### src/rtl/wprpg.sv
module wprpg #(
  parameter int W = 8,
  parameter logic [W-1:0] POLY = 8'hB8,
  parameter int NW = 4
) (
  input  logic          clk,
  input  logic          rst_n,
  input  logic          en,
  input  logic          load,
  input  logic          mode,
  input  logic [W-1:0]  seed,
  input  logic [2*NW-1:0] wsel,
  output logic [W-1:0]  state_q,
  output logic [NW-1:0] wout
);
  localparam logic [W-1:0] SINGLE = {1'b1, {(W-1){1'b0}}};

  logic [W-1:0] st, ext_nx, int_nx, seed_ok;

  assign ext_nx    = {st[W-2:0], ^(st & POLY)};
  assign int_nx[0] = st[W-1];

  for (genvar i = 1; i < W; i++) begin : g_int
    assign int_nx[i] = st[i-1] ^ (POLY[i-1] & st[W-1]);
  end

  assign seed_ok = (seed == '0) ? SINGLE : seed;

  always_ff @(posedge clk or negedge rst_n) begin
    if (!rst_n)    st <= SINGLE;
    else if (load) st <= seed_ok;
    else if (en)   st <= mode ? int_nx : ext_nx;
  end

  assign state_q = st;

  for (genvar j = 0; j < NW; j++) begin : g_w
    localparam int PA = (3*j) % W;
    localparam int PB = (3*j+1) % W;
    localparam int PC = (3*j+2) % W;
    logic [1:0] code;
    assign code = wsel[2*j +: 2];
    assign wout[j] = (code == 2'b00) ? st[PA] :
                     (code == 2'b01) ? (st[PA] | st[PB]) :
                     (code == 2'b10) ? (st[PA] | st[PB] | st[PC]) :
                                       (st[PA] & st[PB] & st[PC]);
  end
endmodule


### config.mk
export PLATFORM = sky130hd
export DESIGN_NAME = wprpg
export DESIGN_NICKNAME = d
export VERILOG_FILES = /design/src/rtl/wprpg.sv
export SDC_FILE = /design/constraint.sdc
export NUM_CORES = 1
export LEC_CHECK = 0
export BUFFER_PORTS_ARGS = -buffer_cell sky130_fd_sc_hd__buf_2
export CAP_MARGIN = 20
export CORE_MARGIN = 5
export CORE_UTILIZATION = 40
export CTS_BUF_LIST = sky130_fd_sc_hd__clkbuf_8
export CTS_CLUSTER_SIZE = 8
export DETAILED_ROUTE_END_ITERATION = 8
export GPL_TIMING_DRIVEN = 0
export MAX_ROUTING_LAYER = met4
export PLACE_DENSITY = 0.72
export RECOVER_POWER = 25
export SYNTH_ARGS = -nofsm -noshare
export SYNTH_HDL_FRONTEND = slang
export SYNTH_SLANG_ARGS = --single-unit
### constraint.sdc
create_clock -name clk -period 4.06 [get_ports clk]
set_clock_uncertainty 0.2 [all_clocks]
set_input_delay 0.406 -clock clk [delete_from_list [all_inputs] [get_ports clk]]
set_output_delay 0.406 -clock clk [all_outputs]
set_load 0.02 [all_outputs]
-- Word-level counts from Yosys, hierarchy flattened
Index checks and enable logic that the tools add are counted.
- reduce and logical (&&, ||, !) cells: 7
- equal/unequal tests: 8
- bitwise operators: 19
- multiplexer cells: 16
- operators by type and width (kind ; number):
    $mux 8 ; 3
    $mux 1 ; 12
    $and 1x1->1 ; 8
    $eq 2x1->1 const B ; 4
    $eq 2x2->1 const B ; 4
    $logic_not 2->1 ; 4
    $logic_not 8->1 ; 1
    $or 1x1->1 ; 8
    $reduce_xor 8->1 ; 1
    $mux 7 ; 1
    $xor 1x1->1 ; 3
    $reduce_bool 2->1 ; 1
- flip-flop bits (word level): 8
- output and inout port bits: 12
- logic and storage cells: 51

-- Longest topological paths before layout
Gate-level depths: netlist of run 1.
- depth in word-level cells: 5
- gate-level depth with buffers: 4

-- Worst setup path before layout of run 1
OpenSTA, ideal clock, no wires.
- path kind: register to output
- start: reg st[7], in the netlist state_q[7]
- end: out wout[2]
- required time: 3454 ps
- cell stages (with the launch flop): 4
- path slack: 2231 ps
- arrival: 1223 ps
- path buffers: 1
- cell sequence: dfstp_2 -> buf_2 -> o21ai_0 -> o2bb2ai_1
- longest elaborated chain between the ends: 5
- ends and longest elaborated chain (element ; line ; RTL):
    start: declaration ; 18 ; logic [W-1:0] st, ext_nx, int_nx, seed_ok;
    start signal: assignment ; 31 ; else if (load) st <= seed_ok;
    start signal: assignment ; 32 ; else if (en) st <= mode ? int_nx : ext_nx;
    $and 1x1->1 / $or 1x1->1 (equally long branches) ; 46, 44, 45 ;
    $and 1x1->1 / $or 1x1->1 (equally long branches) ; 46, 45 ;
    $mux 1 ; 45 ; (code == 2'b10) ? (st[PA] | st[PB] | st[PC]) :
    $mux 1 (*) ; 44 ; (code == 2'b01) ? (st[PA] | st[PB]) :
    $mux 1 (*) ; 43 ; assign wout[j] = (code == 2'b00) ? st[PA] :
    end: declaration ; 14 ; output logic [NW-1:0] wout
Every way passes the cells marked *; elsewhere a longest branch is shown, timed or not.

-- Worst setup path in the final report of run 1
Ends and elaborated chain as after synthesis.

==> metrics, run 1 <==
CTS Sinks 8; top-area cell type share of the netlist area 27.6%; CTS clk-pin slew, worst paths ~0.040 ns; critical hold path startpoint seed[5]; via count approximately 700; fin crit share 48.8%; CTS H-tree depth 1; synthesis-stage register bit count 8; Worst slew margin between 70% and 80%; synthesis-to-finish area growth 36.1%; Cell Area, Synth 634 um^2; Yosys Warn Count 0; post-detail-place hpwl 1310 um; global-route wire length before repair 2730 um; antenna cells 0; gr ovfl total 0; Final Util 57.3%; CP max stage cell dfstp_2; DIE WIDTH 49.8 um; Clk Latency, worst-skew pair 0.23 ns; Max FO, Critical Path 10; Root Buffer clkbuf_8; Max Cap Viol 0; Iter 0 DRT Violations 12; Post-DRT Antenna Nets 0; number of fill cells 139; per-cell routed wire length 12.5 um; Final Wtd Congestion 0.780; First-pass DRT Iterations 3; CTS tree done; outcome complete, no violations; layout cells sized above 1 32.2%; worst-margin pin slew 0.396 ns; RR Endpoint state_q[5]$_DFFE_PN0P_; vias in the first global route about 660; Tmin final a little under 2 ns; CP endpoint kind primary output; initial antenna violation count 0; Synth Net Count 100; Die ar. 2480 um^2; cell row count 14; FF-to-FF Start state_q[7]$_DFFE_PN1P_; crit path cell chain buf_2 > nand2_1 > o21ai_0 > o2bb2ai_1 > buf_2; worst hold path class input port to register; fin nets ~140; cells on worst reg2reg path 4; worst setup margin 2.08 ns; slowest stage delay, CP approximately 0.53 ns; crit path DAT roughly 1.4 ns; crit path kind register to primary output; hold path cells 2; cells after synthesis 79; Avg Vias per Cell 5.31; flop2flop setup slack 2.49 ns; chip height 49.8 um; Port Buffers 31; cell mode on critical path buf_2; initial core utilization 42.1%; PwrDens ~350 nW/um^2; Fin. Hold Viols 0; Final Max Tran Viols 0; total CTS buffers 3; LEAKAGE 0.442 nW; peak supply drop between 0.0002 and 0.00025 V; fmax 505 MHz; ranking of synthesized cells by area dfrtp_1 28%, nand2_1 6.5%, o21ai_0 6.3%; syn_area_per_cell between 8 and 9 um^2; Synth area leader dfrtp_1; core region area roughly 1500 um^2; RSZ-0062 raised after global routing no; required time of the critical path 3.45 ns; # IOs 33; final setup fails 0; # DRC 0; Post-Place Worst Slack 2.32 ns; cts repair resizes 0; largest net degree at the start of global routing 11; sequential area share after synthesis a little under a third; max FFs per register 8; startpoint types register; Max Root-Sink Buffers 2; GRT Overall Usage 14.6%; setup tns final 0 ns; final WL about 1600 um; hold path endpoint state_q[5]$_DFFE_PN0P_; Netlist cell types 24
## metal layers
layer	vias to the layer above	global-route usage (%)	wire length, um
met5	-	-	0
met1	310	16.8	739
met3	5	4.22	111
met2	21	21.4	731
met4	0	10.5	48
li1	360	-	-
## worst max-delay path, delay by kind of cell (launching register included)
family	cells	cell delay, ns
compound gates	2	0.19
buf+inv	2	0.37
flops	1	0.53
simple gates	1	0.06
## area by class of cell
class                      instances  area, um^2  share of cell area, %
sequential                         8         201                   23.3
inverter                           5        18.8                   2.17
clock inverter                     1        3.75                  0.435
tap                               16        20.0                   2.32
multi-input combinational         62         395                   45.8
buffer                             4        18.8                   2.17
clock buffer                       3        41.3                   4.78
timing repair buffer              32         164                   19.0
## cell usage after synthesis
cell,instances
nand2_1,11
o21ai_0,8
dfrtp_1,7
inv_1,5
nand3b_1,5
nor3_1,5
a21oi_1,4
nor2_1,4
o2bb2ai_1,4
a21bo_1,3
a21o_1,3
a311oi_1,3
mux2i_1,3
o21ai_1,3
buf_2,2
a211oi_1,1
buf_1,1
clkbuf_2,1
dfstp_2,1
nand4_1,1
nor2b_1,1
nor3b_1,1
nor4_1,1
xor3_1,1
## power by group
group          leakage (nW)  internal, mW  switching [mW]
sequential           0.0950        0.0897          0.0144
clock                0.0269        0.0654          0.0307
combinational         0.320        0.0456          0.0567
total                 0.442         0.201           0.102
## through the flow
step / std cells / power [mW] / hold WS (ns) / area (um^2)
after floorplan: 79 / 0.168 / -0.0896 / 634
after global placement: 126 / 0.205 / 0.0488 / 810
after detailed placement: 126 / 0.207 / 0.0512 / 810
after CTS: 131 / 0.306 / 0.194 / 865
after global routing: 131 / 0.325 / 0.207 / 863
final: 131 / 0.302 / 0.198 / 863
## worst max path at each step
stage | slack, ns | endpoint | depth (start not counted) | start
2_1_floorplan | 2.23 | wout[2] | 3 | state_q[7]$_DFFE_PN1P_
3_3_place_gp | 2.33 | wout[2] | 5 | state_q[7]$_DFFE_PN1P_
4_1_cts | 2.07 | wout[2] | 5 | state_q[7]$_DFFE_PN1P_
6_report | 2.08 | wout[2] | 5 | state_q[7]$_DFFE_PN1P_
5_1_grt | 2.01 | wout[2] | 5 | state_q[7]$_DFFE_PN1P_
3_5_place_dp | 2.32 | wout[2] | 5 | state_q[7]$_DFFE_PN1P_
## cells in the final DEF, fill, tap and decap left out, types with 4 or more instances in the layout
master / synthesis / layout
o21ai_0: 8 / 8
nor3_1: 5 / 5
a21oi_1: 4 / 4
nor2_1: 4 / 4
nand2_1: 11 / 11
nand3b_1: 5 / 5
dfrtp_1: 7 / 7
buf_2: 2 / 32
o2bb2ai_1: 4 / 4
inv_1: 5 / 6
## cells by family after synthesis
| group | count (synthesis) | share of synthesized area [%] |
|---|---|---|
| compound gates | 29 | 31.0 |
| simple gates | 29 | 22.9 |
| buf+inv | 9 | 5.92 |
| flops | 8 | 31.8 |
| mux | 3 | 4.73 |
| xor+xnor | 1 | 3.75 |
## repair_timing
| item | CTS | global route |
|---|---|---|
| setup buffers | 0 | 0 |
| endpoints found under the hold margin | 7 | 0 |
| hold buffers | 1 | 0 |
Note: power is estimated with default switching activity, not from simulation.
==> inputs of run 2 (changes only) <==
PLACE_DENSITY = 0.75   (was 0.72)
clock period = 1.79 ns   (was 4.06 ns; I/O delays follow)
==> run 2 against run 1 <==
  * Core utilization rose by 3.0 points
  * Critical path depth fell by 1
  * Wire length rose by 6.7%
  * Clock-buffer cell count did not move
  * Sequential power rose by 130%
  * Final area rose by 5.2%
  * Register-to-register slack got worse by 2.2 ns
  * Combinational power rose by 130%
  * Sequential share of layout area fell by 1.2 points
  * Critical path type unchanged
  * Critical endpoint unchanged
  * Largest power group unchanged
==> metrics, run 2 (synthesized netlist as in run 1, its figures left out) <==
outcome complete, no violations; Die ar. between 2000 and 2500 um^2; initial antenna violation count 0; antenna cells 0; # DRC 0; critical hold path startpoint seed[3]; per-cell routed wire length 12.9 um; Final Wtd Congestion 0.754; Post-DRT Antenna Nets 0; Post-Place Worst Slack roughly 0.24 ns; initial core utilization ~42%; LEAKAGE 0.459 nW; final setup fails 0; RR Endpoint state_q[5]$_DFFE_PN0P_; Top Family by Delay on Critical Path flip-flops; most common cell after layout, fill and taps aside buf_2; Final Non-Filler Cells 135; dpl cells 126; worst-margin pin slew 0.427 ns; # IOs 33; RSZ-0062 raised after global routing no; crit path DAT 1.30 ns; commonest non-fill, non-tap cells in the layout 31 x buf_2, 11 x nand2_1, 8 x o21ai_0, 7 x dfrtp_1; Max FO, Critical Path 12; Placed Area 810 um^2; startpoint types register; DIE WIDTH between 40 and 50 um; Iter 0 DRT Violations 19; post-detail-place hpwl 1320 um; Final Max Tran Viols 0; Overall Power 697 uW; layout cells sized above 1 30.3%; required time of the critical path about 1.4 ns; peak supply drop about 0.00058 V; gr ovfl total 0; Worst slew margin between 70% and 80%; CTS Sinks 8; core region area 1510 um^2; flop2flop setup slack 0.29 ns; Fin. Hold Viols 0; vias in the first global route 676; largest net degree at the start of global routing 11; fin crit share 93.7%; CTS tree done; hold path endpoint state_q[3]$_DFFE_PN0P_; via count between 700 and 800; cts repair resizes 0; First-pass DRT Iterations 4; FF-to-FF Start state_q[7]$_DFFE_PN1P_; CP Buf/Inv Count 1; CTS clk-pin slew, worst paths about 0.04 ns; Root Buffer clkbuf_8; GRT Overall Usage between 10% and 20%; Max Root-Sink Buffers 2; setup tns final 0 ns; worst setup margin 0.112 ns; final WL 1740 um; cells on worst reg2reg path 3; crit path kind register to primary output; worst hold path class input port to register; hold path cells 3; fin nets 141; total CTS buffers 3; max FFs per register 8; fmax a little under 600 MHz; CTS H-tree depth 1; Avg Vias per Cell 5.38; PwrDens between 700 and 800 nW/um^2; global-route wire length before repair 2730 um; chip height 49.8 um; CP endpoint kind primary output; slowest stage delay, CP 0.63 ns; crit path cell chain nand2_1 > o21ai_0 > o2bb2ai_1 > buf_2; cell area after layout 908 um^2; CP max stage cell dfstp_2; Tmin final 1.68 ns; Clk Latency, worst-skew pair around 0.23 ns; # Post-CTS Setup Buffers 0; Max Cap Viol 0; Port Buffers 31; cell row count 14; synthesis-to-finish area growth 43.2%
## run 2: cell count changes in the layout (fill, tap and decap cells not counted), sizes merged
cell | previous run | this run
dlygate4sd3 | 1 | 6
buf | 33 | 32
## run 2: report_power, final
group / leakage, nW / internal (mW) / switching [mW]
clock: 0.0269 / 0.149 / 0.0717
combinational: 0.337 / 0.109 / 0.125
sequential: 0.0950 / 0.204 / 0.0385
total: 0.459 / 0.461 / 0.236
## run 2: repair_timing
action | in CTS | in global routing
endpoints found under the setup margin | 0 | 1
endpoints found under the hold margin | 13 | 0
hold buffers | 6 | 0
## run 2: metrics by stage
step                      utilization [%]  hold slack [ns]
after global routing                 60.3           0.0286
final                                60.3          0.00127
after floorplan                         -           -0.317
after global placement               53.7           -0.175
after detailed placement             53.7           -0.172
after CTS                            60.7          0.00432
## run 2: routing by layer
metal / global-route usage, % / vias to the layer above / share of wire (%)
li1: - / 369 / -
met1: 15.7 / 331 / 44
met2: 24.2 / 21 / 48
met3: 3.01 / 5 / 6.0
met4: 6.55 / 0 / 1.8
met5: - / - / 0
## run 2: worst min-delay path, delay by kind of cell
kind	cells	cell delay [ns]
compound gates	1	0.07
buf+inv	1	0.09
simple gates	1	0.05
## run 2: worst max path at each step
stage               depth (start not counted)                     end              startpoint  slack (ns)
floorplan                                   3                 wout[2]  state_q[7]$_DFFE_PN1P_        0.19
global placement                            4  state_q[6]$_DFFE_PN0P_  state_q[7]$_DFFE_PN1P_        0.26
detailed placement                          4  state_q[6]$_DFFE_PN0P_  state_q[7]$_DFFE_PN1P_        0.24
CTS                                         5                 wout[2]  state_q[7]$_DFFE_PN1P_        0.02
global route                                4                 wout[2]  state_q[7]$_DFFE_PN1P_        0.03
finish                                      4                 wout[2]  state_q[7]$_DFFE_PN1P_        0.11
## run 2: final cells by class
type / count / area, um^2
timing repair buffer: 37 / 214
sequential: 8 / 201
clock buffer: 3 / 41.3
clock inverter: 1 / 3.75
buffer: 3 / 13.8
inverter: 5 / 18.8
fill: 131 / 598
tap: 16 / 20.0
multi-input combinational: 62 / 395
==> inputs of run 3 (changes only) <==
ABC_AREA = 1   (was unset)
==> run 3 against run 2 <==
  * Synthesized cell count increased by 5.1%
  * Largest cell class unchanged
  * Clock power about the same
  * Via count shrank 2.2%
  * Flip-flop and latch count unchanged
  * Combinational power up 4%
  * Non-clock buffer count stayed put
  * Sequential power fell by 3%
  * Largest power group is now combinational logic
  * Clock-buffer cell count stayed put
  * Register-to-register slack better by 0.14 ns
  * Final area down 0.69%
==> metrics, run 3 <==
Synth Net Count 104; Post-synth top cells 23 x nand2_1, 8 x inv_1, 7 x dfrtp_1, 7 x nand3_1, 5 x a21oi_1; outcome complete, no violations; slowest stage delay, CP 0.44 ns; initial core utilization a little over two fifths; fmax 595 MHz; chip height 49.5 um; count leader, synth nand2_1; antenna cells 0; fin crit share roughly 94%; cell row count 14; Final Wtd Congestion 0.760; Root Buffer clkbuf_8; gr ovfl total 0; most common cell after layout, fill and taps aside buf_2; Max Root-Sink Buffers 2; Top Family by Delay on Critical Path flip-flops; post-detail-place hpwl 1260 um; asr flop ratio synth between 90% and 100%; CTS H-tree depth 1; final setup fails 0; CP Buf/Inv Count 1; Final Non-Filler Cells 140; global-route wire length before repair roughly 2600 um; crit path kind register to primary output; ranking of synthesized cells by area dfrtp_1 28%, nand2_1 14%, o221ai_2 7.2%; CP max stage cell dfrtp_1; RSZ-0062 raised after global routing no; Cell Area, Synth around 620 um^2; number of synthesized flops with an enable pin 0; setup tns final 0 ns; Yosys Warn Count 0; syn_area_per_cell approximately 7.5 um^2; required time of the critical path 1.41 ns; synthesis-to-finish area growth 44.8%; PwrDens around 780 nW/um^2; worst-margin pin slew between 0.4 and 0.5 ns; peak supply drop between 0.0004 and 0.0005 V; Final Max Tran Viols 0; via count around 700; cells after synthesis 83; Fin. Hold Viols 0; fin nets 146; number of fill cells 135; crit path cell chain or2_1 > o21bai_1 > a31oi_1 > buf_2; synthesis-stage register bit count 8; First-pass DRT Iterations 4; Post-DRT Antenna Nets 0; initial antenna violation count 0; final WL 1600 um; sequential area share after synthesis approximately 32%; Avg Vias per Cell 5.07; Die ar. 2450 um^2; largest net degree at the start of global routing 11; top-area cell type share of the netlist area between 20% and 30%; startpoint types register; LEAKAGE 0.468 nW; max FFs per register 8; Synth area leader dfrtp_1; Max FO, Critical Path 7; Netlist cell types 25; GRT Overall Usage 13.8%; Iter 0 DRT Violations 9; Port Buffers 31; # DRC 0; CTS Sinks 8; CTS tree done; CP endpoint kind primary output; # IOs 33; total CTS buffers 3; core region area 1490 um^2; worst hold path class input port to register; CTS clk-pin slew, worst paths 0.04 ns; Clk Latency, worst-skew pair 0.23 ns; DIE WIDTH slightly below 50 um; crit path DAT 1.30 ns; Tmin final 1.68 ns; Max Cap Viol 0; dpl cells 130; Main synth FF type dfrtp_1; per-cell routed wire length around 11 um; vias in the first global route 665; commonest non-fill, non-tap cells in the layout 31 x buf_2, 23 x nand2_1, 9 x inv_1, 7 x nand3_1, 7 x dfrtp_1; layout cells sized above 1 37.1%; Worst slew margin 71.4%
[run 3: through the flow]
step / total power [mW] / setup slack, ns / hold WS (ns) / cell area [um^2] / utilization (%)
floorplan: 0.385 / 0.296 / -0.317 / 623 / -
detailed placement: 0.470 / 0.346 / -0.172 / 798 / 53.6
finish: 0.700 / 0.110 / 0.00578 / 902 / 60.6
global placement: 0.464 / 0.371 / -0.177 / 798 / 53.6
global route: 0.739 / 0.0430 / 0.0139 / 902 / 60.6
CTS: 0.698 / 0.104 / 0.00859 / 903 / 60.7
[run 3: cell families after synthesis]
logic type             synth area share (%)
flip-flops                             32.3
AO/OA/AOI/OAI                          26.7
buffers and inverters                  11.8
AND/OR/NAND/NOR                        24.9
XOR/XNOR                               4.22
[run 3: final timing paths]
path | from | end | slack [ns] | cells after the start
max | state_q[2]$_DFFE_PN0P_ | wout[3] | 0.11 | 4
min | seed[0] | state_q[0]$_DFFE_PN0P_ | 0.006 | 3
max reg2reg | state_q[7]$_DFFE_PN1P_ | state_q[6]$_DFFE_PN0P_ | 0.43 | 3
min reg2reg | state_q[6]$_DFFE_PN0P_ | state_q[7]$_DFFE_PN1P_ | 0.35 | 2
max in group asynchronous | rst_n | state_q[7]$_DFFE_PN1P_ | 0.84 | 2
min in group asynchronous | rst_n | state_q[5]$_DFFE_PN0P_ | 0.21 | 2
[run 3: layer usage]
| metal | vias to the layer above | track usage, % | wire [um] |
|---|---|---|---|
| met1 | 318 | 15.4 | 694 |
| met5 | - | - | 0 |
| li1 | 364 | - | - |
| met2 | 26 | 23.4 | 802 |
| met4 | 0 | 6.55 | 11 |
| met3 | 2 | 2.71 | 91 |
[run 3: power breakdown]
part	internal [mW]	switching, mW
logic	0.100	0.142
clock network	0.149	0.0737
registers	0.204	0.0306
[run 3: final cells by class]
cell class | count | area, um^2 | area share, %
Sequential cell | 8 | 201 | 22.3
Buffer | 3 | 27.5 | 3.05
Clock buffer | 3 | 41.3 | 4.58
Multi-Input combinational cell | 61 | 348 | 38.6
Timing Repair Buffer | 37 | 214 | 23.7
Tap cell | 16 | 20.0 | 2.22
Inverter | 11 | 46.3 | 5.13
Clock inverter | 1 | 3.75 | 0.416
[run 3: worst reg2reg max path: cells and delay by family (launching register included)]
kind,cells,cell delay (ns)
flip-flops,1,0.57
AND/OR/NAND/NOR,1,0.13
XOR/XNOR,1,0.22
AO/OA/AOI/OAI,1,0.12
[run 3: timing repair]
item | in CTS | in global routing
hold buffers | 6 | 0
setup buffers | 0 | 0
endpoints found under the hold margin | 13 | 0
gates resized for setup | 0 | 0
